### src/rtl/gtc_pkg.sv
// Package gtc_pkg
// Shared register addresses and the mode field type for the gated
// timer/counter channel. It assumes a 2-bit register address.
package gtc_pkg;

    localparam int ADDR_W = 2;

    localparam logic [ADDR_W-1:0] ADDR_LO   = 2'd0;
    localparam logic [ADDR_W-1:0] ADDR_HI   = 2'd1;
    localparam logic [ADDR_W-1:0] ADDR_MODE = 2'd2;
    localparam logic [ADDR_W-1:0] ADDR_STAT = 2'd3;

    // Bit positions inside the status byte
    localparam int STAT_RUN_BIT  = 0;
    localparam int STAT_FLAG_BIT = 1;

    // Bit positions inside a channel's mode nibble
    localparam int NIB_WIDE_BIT = 1;
    localparam int NIB_EXT_BIT  = 2;
    localparam int NIB_GATE_BIT = 3;

    typedef struct packed {
        logic gate;   // external gate qualifies counting
        logic ext;    // 1: external pin edges, 0: divided clock
        logic wide;   // 1: 16-bit, 0: 13-bit
    } mode_t;

endpackage

### src/rtl/gtc_prescale.sv
// Module gtc_prescale
// A free-running clock divider. It gives a one-cycle tick once every DIV
// clocks and does not depend on run, mode or gate. Assumes DIV >= 2.
module gtc_prescale #(
    parameter int DIV = 6
) (
    input  logic clk,
    input  logic rst_n,
    output logic tick
);
    localparam int CW = (DIV > 1) ? $clog2(DIV) : 1;
    localparam logic [CW-1:0] LAST = CW'(DIV - 1);

    logic [CW-1:0] phase_q;

    // Step the phase counter and wrap at the last phase
    always_ff @(posedge clk) begin
        if (!rst_n)
            phase_q <= '0;
        else if (phase_q == LAST)
            phase_q <= '0;
        else
            phase_q <= phase_q + CW'(1);
    end

    assign tick = (phase_q == LAST);

endmodule

### src/rtl/gtc_sync.sv
// Module gtc_sync
// A multi-stage synchronizer for one asynchronous level. Assumes the input
// stays at each level for longer than STAGES clocks. The output comes out
// STAGES clocks late and resets low.
module gtc_sync #(
    parameter int STAGES = 2
) (
    input  logic clk,
    input  logic rst_n,
    input  logic async_in,
    output logic sync_out
);
    logic [STAGES-1:0] chain_q;

    generate
        for (genvar s = 0; s < STAGES; s++) begin : g_stage
            if (s == 0) begin : g_first
                // Capture the asynchronous pin
                always_ff @(posedge clk) begin
                    if (!rst_n) chain_q[0] <= 1'b0;
                    else        chain_q[0] <= async_in;
                end
            end else begin : g_next
                // Pass the value one stage along
                always_ff @(posedge clk) begin
                    if (!rst_n) chain_q[s] <= 1'b0;
                    else        chain_q[s] <= chain_q[s-1];
                end
            end
        end
    endgenerate

    assign sync_out = chain_q[STAGES-1];

endmodule

### src/rtl/gtc_count_core.sv
// Module gtc_count_core
// The two count bytes with a 13-bit or 16-bit increment. A byte write wins
// over an increment and stops both bytes from advancing in that cycle. In
// 13-bit width the low byte bits above LOW_BITS keep their value. Assumes
// at most one byte write per cycle.
module gtc_count_core #(
    parameter int W        = 8,
    parameter int LOW_BITS = 5
) (
    input  logic         clk,
    input  logic         rst_n,
    input  logic         inc,
    input  logic         wide,
    input  logic         wr_lo,
    input  logic         wr_hi,
    input  logic [W-1:0] wdata,
    output logic [W-1:0] cnt_lo,
    output logic [W-1:0] cnt_hi,
    output logic         wrap
);
    localparam int FULL_W = 2 * W;
    localparam logic [LOW_BITS-1:0] LOW_MAX = '1;

    logic [W-1:0]        lo_q, hi_q;
    logic [W-1:0]        lo_nx, hi_nx;
    logic [FULL_W-1:0]   full_inc;
    logic [LOW_BITS-1:0] low_inc;
    logic                low_carry;
    logic                at_top;
    logic                step;

    assign step = inc && !wr_lo && !wr_hi;

    // Work out the incremented value and the all-ones test for both widths
    always_comb begin
        full_inc  = {hi_q, lo_q} + FULL_W'(1);
        low_inc   = lo_q[LOW_BITS-1:0] + LOW_BITS'(1);
        low_carry = (lo_q[LOW_BITS-1:0] == LOW_MAX);
        if (wide) begin
            lo_nx  = full_inc[W-1:0];
            hi_nx  = full_inc[FULL_W-1:W];
            at_top = &{hi_q, lo_q};
        end else begin
            lo_nx  = {lo_q[W-1:LOW_BITS], low_inc};
            hi_nx  = low_carry ? hi_q + W'(1) : hi_q;
            at_top = (&hi_q) && low_carry;
        end
    end

    // Load a written byte, or otherwise step the count
    always_ff @(posedge clk) begin
        if (!rst_n) begin
            lo_q <= '0;
            hi_q <= '0;
        end else if (wr_lo || wr_hi) begin
            if (wr_lo) lo_q <= wdata;
            if (wr_hi) hi_q <= wdata;
        end else if (step) begin
            lo_q <= lo_nx;
            hi_q <= hi_nx;
        end
    end

    assign cnt_lo = lo_q;
    assign cnt_hi = hi_q;
    assign wrap   = step && at_top;

endmodule

### src/rtl/gtc_timer.sv
// Module gtc_timer
// Top of one gated timer/counter channel. It holds the mode and run
// registers and the overflow flag, and it works out the count qualifier.
// It also decodes the four-address register port. Assumes CH_IDX is 0 or
// 1, which picks the channel's nibble inside the shared mode byte.
module gtc_timer
    import gtc_pkg::*;
#(
    parameter int PRESCALE    = 6,
    parameter int SYNC_STAGES = 2,
    parameter int CH_IDX      = 0,
    parameter int LOW_BITS    = 5
) (
    input  logic       clk,
    input  logic       rst_n,
    input  logic       wr_en,
    input  logic [1:0] addr,
    input  logic [7:0] wdata,
    output logic [7:0] rdata,
    input  logic       cnt_pin,
    input  logic       gate_pin,
    input  logic       irq_ack,
    output logic       ovf_irq
);
    localparam int DW = 8;
    localparam int NB = 4 * CH_IDX;

    logic  wr_lo, wr_hi, wr_mode, wr_stat;
    mode_t mode_q;
    logic  run_q, flag_q;
    logic  cnt_lvl, cnt_prev_q, cnt_fall;
    logic  gate_lvl;
    logic  tick;
    logic  count_ok, src_pulse, inc;
    logic  wrap;
    logic [DW-1:0] cnt_lo, cnt_hi;

    // Decode the register writes
    assign wr_lo   = wr_en && (addr == ADDR_LO);
    assign wr_hi   = wr_en && (addr == ADDR_HI);
    assign wr_mode = wr_en && (addr == ADDR_MODE);
    assign wr_stat = wr_en && (addr == ADDR_STAT);

    // Load the mode fields from this channel's nibble
    always_ff @(posedge clk) begin
        if (!rst_n)
            mode_q <= '0;
        else if (wr_mode) begin
            mode_q.gate <= wdata[NB + NIB_GATE_BIT];
            mode_q.ext  <= wdata[NB + NIB_EXT_BIT];
            mode_q.wide <= wdata[NB + NIB_WIDE_BIT];
        end
    end

    // Load the run bit from the status address
    always_ff @(posedge clk) begin
        if (!rst_n)      run_q <= 1'b0;
        else if (wr_stat) run_q <= wdata[STAT_RUN_BIT];
    end

    gtc_sync #(.STAGES(SYNC_STAGES)) u_cnt_sync (
        .clk(clk), .rst_n(rst_n), .async_in(cnt_pin), .sync_out(cnt_lvl)
    );

    gtc_sync #(.STAGES(SYNC_STAGES)) u_gate_sync (
        .clk(clk), .rst_n(rst_n), .async_in(gate_pin), .sync_out(gate_lvl)
    );

    // Keep the last synchronized pin level so a falling edge can be seen
    always_ff @(posedge clk) begin
        if (!rst_n) cnt_prev_q <= 1'b0;
        else        cnt_prev_q <= cnt_lvl;
    end

    assign cnt_fall = cnt_prev_q && !cnt_lvl;

    gtc_prescale #(.DIV(PRESCALE)) u_presc (
        .clk(clk), .rst_n(rst_n), .tick(tick)
    );

    // Qualify the chosen source with run and gate
    assign count_ok  = run_q && (!mode_q.gate || gate_lvl);
    assign src_pulse = mode_q.ext ? cnt_fall : tick;
    assign inc       = count_ok && src_pulse;

    gtc_count_core #(.W(DW), .LOW_BITS(LOW_BITS)) u_core (
        .clk(clk), .rst_n(rst_n), .inc(inc), .wide(mode_q.wide),
        .wr_lo(wr_lo), .wr_hi(wr_hi), .wdata(wdata),
        .cnt_lo(cnt_lo), .cnt_hi(cnt_hi), .wrap(wrap)
    );

    // Overflow flag: a wrap sets it and wins over both ways of clearing it
    always_ff @(posedge clk) begin
        if (!rst_n)
            flag_q <= 1'b0;
        else if (wrap)
            flag_q <= 1'b1;
        else if (irq_ack || (wr_stat && !wdata[STAT_FLAG_BIT]))
            flag_q <= 1'b0;
    end

    assign ovf_irq = flag_q;

    // Select the read data for the current address
    always_comb begin
        rdata = '0;
        case (addr)
            ADDR_LO:   rdata = cnt_lo;
            ADDR_HI:   rdata = cnt_hi;
            ADDR_MODE: begin
                rdata[NB + NIB_GATE_BIT] = mode_q.gate;
                rdata[NB + NIB_EXT_BIT]  = mode_q.ext;
                rdata[NB + NIB_WIDE_BIT] = mode_q.wide;
            end
            default: begin
                rdata[STAT_RUN_BIT]  = run_q;
                rdata[STAT_FLAG_BIT] = flag_q;
            end
        endcase
    end

endmodule

### config.mk
export PLATFORM = sky130hd
export DESIGN_NAME = gtc_timer
export DESIGN_NICKNAME = d
export VERILOG_FILES = /design/src/rtl/gtc_pkg.sv /design/src/rtl/gtc_prescale.sv /design/src/rtl/gtc_sync.sv /design/src/rtl/gtc_count_core.sv /design/src/rtl/gtc_timer.sv
export SDC_FILE = /design/constraint.sdc
export NUM_CORES = 1
export LEC_CHECK = 0
export BUFFER_PORTS_ARGS = -buffer_cell sky130_fd_sc_hd__buf_4
export CAP_MARGIN = 0
export CORE_MARGIN = 2
export CORE_UTILIZATION = 28
export DETAILED_ROUTE_END_ITERATION = 16
export PLACE_DENSITY = 0.46
export RECOVER_POWER = 25
export SETUP_SLACK_MARGIN = 0.5
export SLEW_MARGIN = 20
export SYNTH_ARGS = -nofsm -noshare
export SYNTH_HDL_FRONTEND = slang
export SYNTH_SLANG_ARGS = --single-unit
### constraint.sdc
create_clock -name clk -period 2.6 [get_ports clk]
set_input_delay 0.26 -clock clk [delete_from_list [all_inputs] [get_ports clk]]
set_output_delay 0.26 -clock clk [all_outputs]
set_load 0.01 [all_outputs]
Word-level counts from Yosys, hierarchy flattened
Cells that the tools add are included.

Add/subtract/negate cells: 4. Multiply operators: 0. Divide/modulo/power cells: 0. $lt $le $gt $ge: 0. Equal/unequal tests: 7. Shift-type cells: 0. Muxes and demuxes: 17. Bitwise operators: 1. Reduce and logical (&&, ||, !) cells: 31.

Operators by type and width (count): $mux W8 (9); $add A16 B1 Y16 const B (1); $reduce_and A16 Y1 (1); $logic_and A1 B1 Y1 (12); $add A8 B1 Y8 const B (1); $pmux W4 S2 (1); $reduce_and A8 Y1 (1); $pmux W1 S3 (2); $pmux W2 S3 (1); $reduce_and A3 Y1 (2); $reduce_bool A2 Y1 (3); $add A5 B1 Y5 const B (1); $eq A5 B5 Y1 const B (1); $logic_not A1 Y1 (5); $eq A2 B2 Y1 const B (2); $mux W1 (4); $ne A2 B1 Y1 const B (2); $add A3 B1 Y3 const B (1); $eq A3 B3 Y1 const B (1); $logic_or A1 B1 Y1 (3); $reduce_bool A3 Y1 (1); $eq A2 B1 Y1 const B (1); $logic_not A2 Y1 (1); $reduce_and A2 Y1 (1); other kinds (2) (2).

Register bits: 29. Bits in latches: 0. Bits in writable memories: 0. Memory bits (read-only): 0. Input port bits: 16. Output and inout bits: 9. Word-level logic and storage cells: 74. Memories kept: 0.

Depth between registers and ports, before layout
Word-level depth: 8. Gate-level depth with buffers: 8. Mapped depth without buffers: 7.

Modules after synthesis
From an unflattened synthesis, not the netlist that was laid out.

Cell total of the unflattened synthesis: 218. Area, all modules: 1864.3 µm².

By module, submodules not included: gtc_count_core (instances 1, cells each 145, area each 1164.9 µm²); gtc_timer (instances 1, cells each 52, area each 454.2 µm²); gtc_prescale (instances 1, cells each 13, area each 140.1 µm²); gtc_sync (instances 2, cells each 4, area each 52.6 µm²).

Least setup slack after synthesis
Ideal clock, no wire load.

Kind: register to register. Start: register u_core.lo_q[0], in the netlist u_core.cnt_lo[0]. End: register u_core.hi_q[5], in the netlist u_core.cnt_hi[5]. Library setup time: 74 ps. Arrival time: 1923 ps. Setup slack: 603 ps. Cell stages (with the launch flop): 8. Buffers on the path: 0. Period minus slack after synthesis: 1997 ps. Cell sequence: dfxtp_1 > ha_1 > and3_1 > ha_1 > o21ai_2 > or3_4 > or4_1 > a31oi_1.

Longest elaborated chain between the ends: 4.

Ends and longest elaborated chain: start, declared (RTL line gtc_count_core.sv:24) `logic [W-1:0] lo_q, hi_q;`; start signal, assigned (RTL line gtc_count_core.sv:56) `if (wr_lo) lo_q <= wdata;`; start signal, assigned (RTL line gtc_count_core.sv:59) `lo_q <= lo_nx;`; $add A16 B1 Y16 (RTL line gtc_count_core.sv:36) `full_inc = {hi_q, lo_q} + FULL_W'(1);`; $mux W8 (RTL line gtc_count_core.sv:39) `if (wide) begin`; $mux W8 (RTL line gtc_count_core.sv:58) `end else if (step) begin`; $mux W8 (RTL line gtc_count_core.sv:55) `end else if (wr_lo || wr_hi) begin`; end signal, assigned (RTL line gtc_count_core.sv:57) `if (wr_hi) hi_q <= wdata;`; end signal, assigned (RTL line gtc_count_core.sv:60) `hi_q <= hi_nx;`; end, declared (RTL line gtc_count_core.sv:24).

Several ways; a longest one is shown, not always the timed one. The select of a mux whose other input is x is not followed. A chain may end at the register's enable or synchronous reset.

Worst setup path after layout
Start: register u_core.lo_q[1], in the netlist u_core.cnt_lo[1]. End: register u_core.hi_q[5], in the netlist u_core.cnt_hi[5].

The elaborated chain is that of the path after synthesis.

==> metrics.txt <==
outcome finished clean; Die Y 81.50 um; htree depth 2; Comb pwr share 12.7%; Synth Register Bits 29; setup repair after global routing missed its margin no; area post-placement 0.001932 mm^2; first-pass GRT wire length 7.866 mm; crit-path max cell delay 0.47 ns; Crit-path slowest cell or4_1; post-synth cell types 41; number of flops mapped to enable cells by yosys 0; # fillers 629; mapped cell area 0.001682 mm^2; layout cells sized above 1 19.23%; cell family with most CP delay simple AND/OR/NAND/NOR gates; syn avg cell area 7.970 um^2; Post-route DRC 0; FF-to-FF Start u_core.cnt_lo[1]$_SDFFE_PN0P_; reg2reg end u_core.cnt_hi[5]$_SDFFE_PN0P_; GRT overflow 0; main flop type after synthesis dfxtp_1; Reg power frac 48.7%; dpl cells 301; Synth top area share 34.52%; CP Buf/Inv Count 0; initial antenna violation count 0; ANT cells 0; area share of fa/ha/maj cells after synthesis 3.720%; starting density of the core 28.74%; vias in the first global route 1520; final WL 4.949 mm; dpl ws 0.4555 ns; CTS tree yes; die area 0.006641 mm^2; CP Max Fanout 5; Hold Vio Cnt, Final 0; Fmax achieved 495.8 MHz; IO buf count 24; Layout area overhead 21.21%; Initial DRC Count 74; Slew Viols, Final 0; Synth Area in Simple Gates 27.83%; Core Box Area 0.005851 mm^2; Leakage 0.7416 nW; Final ANT Viol Nets 0; Post-Synth XOR/XNOR Area 0%; Tcrit/Tclk final 77.57%; Sink Count 29; Avg WL per Cell 16.02 um; Post-CTS Hold Buffers 0; WHS Endpoint u_cnt_sync.chain_q[0]$_SDFF_PN0_; most common cell in the synthesized netlist dfxtp_1; HPWL after DPL 3.596 mm; total track usage 15.86%; worst vdd ir 180.5 uV; endpoints failing setup 0; clock network fraction of design power 38.7%; switching share of power 28.95%; P_int 0.0007057 W; largest cells by area after synthesis dfxtp_1, mux2i_1, nand2_1; sequential-to-total area share from yosys stat 34.52%; vias per cell 5.294; TritonRoute pass-1 iters 4; worst path arrival time 2.23 ns; clock skew 0.006058 ns; mux contribution to synthesized area 8.557%; Hold WC Path Type in2reg; Worst Setup SP u_core.cnt_lo[1]$_SDFFE_PN0P_; worst-path cell chain ha_4, and3_1, ha_1, o21ai_2, or3_4, or4_1, a31oi_1; Compound-Gate Fraction of Synth Area 21.73%; Finished Layout Cells 309; Final Cell Area 0.002038 mm^2; worst path required time 2.81 ns; Setup crit start kind flip-flop; # IOs 25; clock tree buffer depth 2; Switching Power 0.0002875 W; GP Congestion 0.8408; setup ws final 0.5831 ns; crit end category flip-flop; Fin Setup TNS 0 ns; clock root buffer clkbuf_8; HP Start cnt_pin; Worst R2R Setup Slack 0.58 ns; Site Rows 28; cell type with the largest total area after synthesis dfxtp_1; vias after detailed routing 1636; Worst-Margin Slew 0.9414 ns; largest family of logic cells by synthesized area simple AND/OR/NAND/NOR gates; # Post-CTS Setup Buffers 0; Tmin final 2.017 ns; synthesized instance count 211; most instantiated cells after synthesis dfxtp_1, nand2_1, nor2_1; CTS buffer count 5; largest net degree at the start of global routing 26; power per cell area 487.3 mW/mm^2; die width 81.50 um; WHS Path Cells 2; asr flop ratio synth 0%; critical path class reg2reg; Post-Syn Nets 232; Worst slew margin 37.24%; max_cap viols 0; worst-skew pair later-pin latency 0.29 ns; Synth Warn # 0; clk slew on worst S/H paths 0.07 ns; R2R depth 7; final net count 254
[layout make-up]
type                            instances  area (um^2)  area share, %
Clock inverter                          3        22.52          1.105
Multi-Input combinational cell        166         1054          51.69
Sequential cell                        29        585.6          28.73
Timing Repair Buffer                   27        198.9          9.761
Clock buffer                            5        68.82          3.376
Tap cell                               75        93.84          4.604
Inverter                                4        15.01         0.7366
[layer usage]
| layer | up-vias | global-route usage [%] | part of all wire (%) |
|---|---|---|---|
| met5 | - | 0 | 0 |
| met3 | 9 | 3.187 | 4.4 |
| met1 | 782 | 20.49 | 47 |
| met4 | 0 | 6.441 | 2.0 |
| li1 | 813 | - | - |
| met2 | 32 | 25.82 | 46 |
[through the flow]
stage	hold slack [ns]	util [%]	power, W
2_1_floorplan	0.3873	-	0.0005658
3_3_place_gp	0.4148	33.02	0.0006207
3_5_place_dp	0.4199	33.02	0.0006197
4_1_cts	0.1707	34.67	0.001004
5_1_grt	0.1692	34.84	0.001038
6_report	0.1724	34.84	0.0009932
[sequential cells by signal, indices dropped and copies added, names as in the netlist]
name / count
cnt_prev_q: 1
mode_q: 3
ovf_irq: 1
run_q: 1
u_cnt_sync.chain_q: 1
u_cnt_sync.sync_out: 1
u_core.cnt_hi: 8
u_core.cnt_lo: 8
u_gate_sync.chain_q: 1
u_gate_sync.sync_out: 1
u_presc.phase_q: 3
[repair_timing]
action / CTS / global route
gates cloned: 0 / 0
hold endpoints to repair: 0 / 0
gates resized for setup: 3 / 3
setup endpoints to repair: 1 / 1
[cells by family after synthesis]
group	Yosys count
simple gates	93
compound gates	55
fa+ha+maj	5
flops	29
buf+inv	16
mux	13
[layout by cell type (no fill, tap or decap), types with 3 or more instances in the layout]
cell and instances:
dfxtp_1 27, clkbuf_8 5, a21oi_1 11, nand2_1 28, nand3_1 12, nor2_1 18
a32oi_1 3, clkinvlp_4 3, mux2i_1 11, o21ai_0 9, o211ai_1 6, ha_1 4
nand3b_1 5, buf_4 26, nor2b_1 4, or3_1 6, inv_1 4, o31ai_1 3
nand4_1 6, a31oi_1 4, and2_1 4, o31a_1 4
[worst max-delay path by stage]
stage / cells past startpoint / end / slack (ns)
after floorplan: 7 / u_core.cnt_hi[5]$_SDFFE_PN0P_ / 0.60
after global placement: 7 / u_core.cnt_hi[5]$_SDFFE_PN0P_ / 0.49
after detailed placement: 7 / u_core.cnt_hi[5]$_SDFFE_PN0P_ / 0.46
after CTS: 7 / u_core.cnt_hi[5]$_SDFFE_PN0P_ / 0.53
after global routing: 7 / u_core.cnt_hi[5]$_SDFFE_PN0P_ / 0.50
final: 7 / u_core.cnt_hi[5]$_SDFFE_PN0P_ / 0.58
[power by group through the flow]
stage          Clock [W]  Sequential [W]  Combinational [W]
3_5_place_dp           0        0.000493           0.000127
2_1_floorplan          0        0.000486          0.0000798
4_1_cts         0.000394        0.000483           0.000127
5_1_grt         0.000410        0.000486           0.000141
3_3_place_gp           0        0.000493           0.000128
6_report        0.000384        0.000483           0.000126
Note: power is estimated with default switching activity, not from simulation.
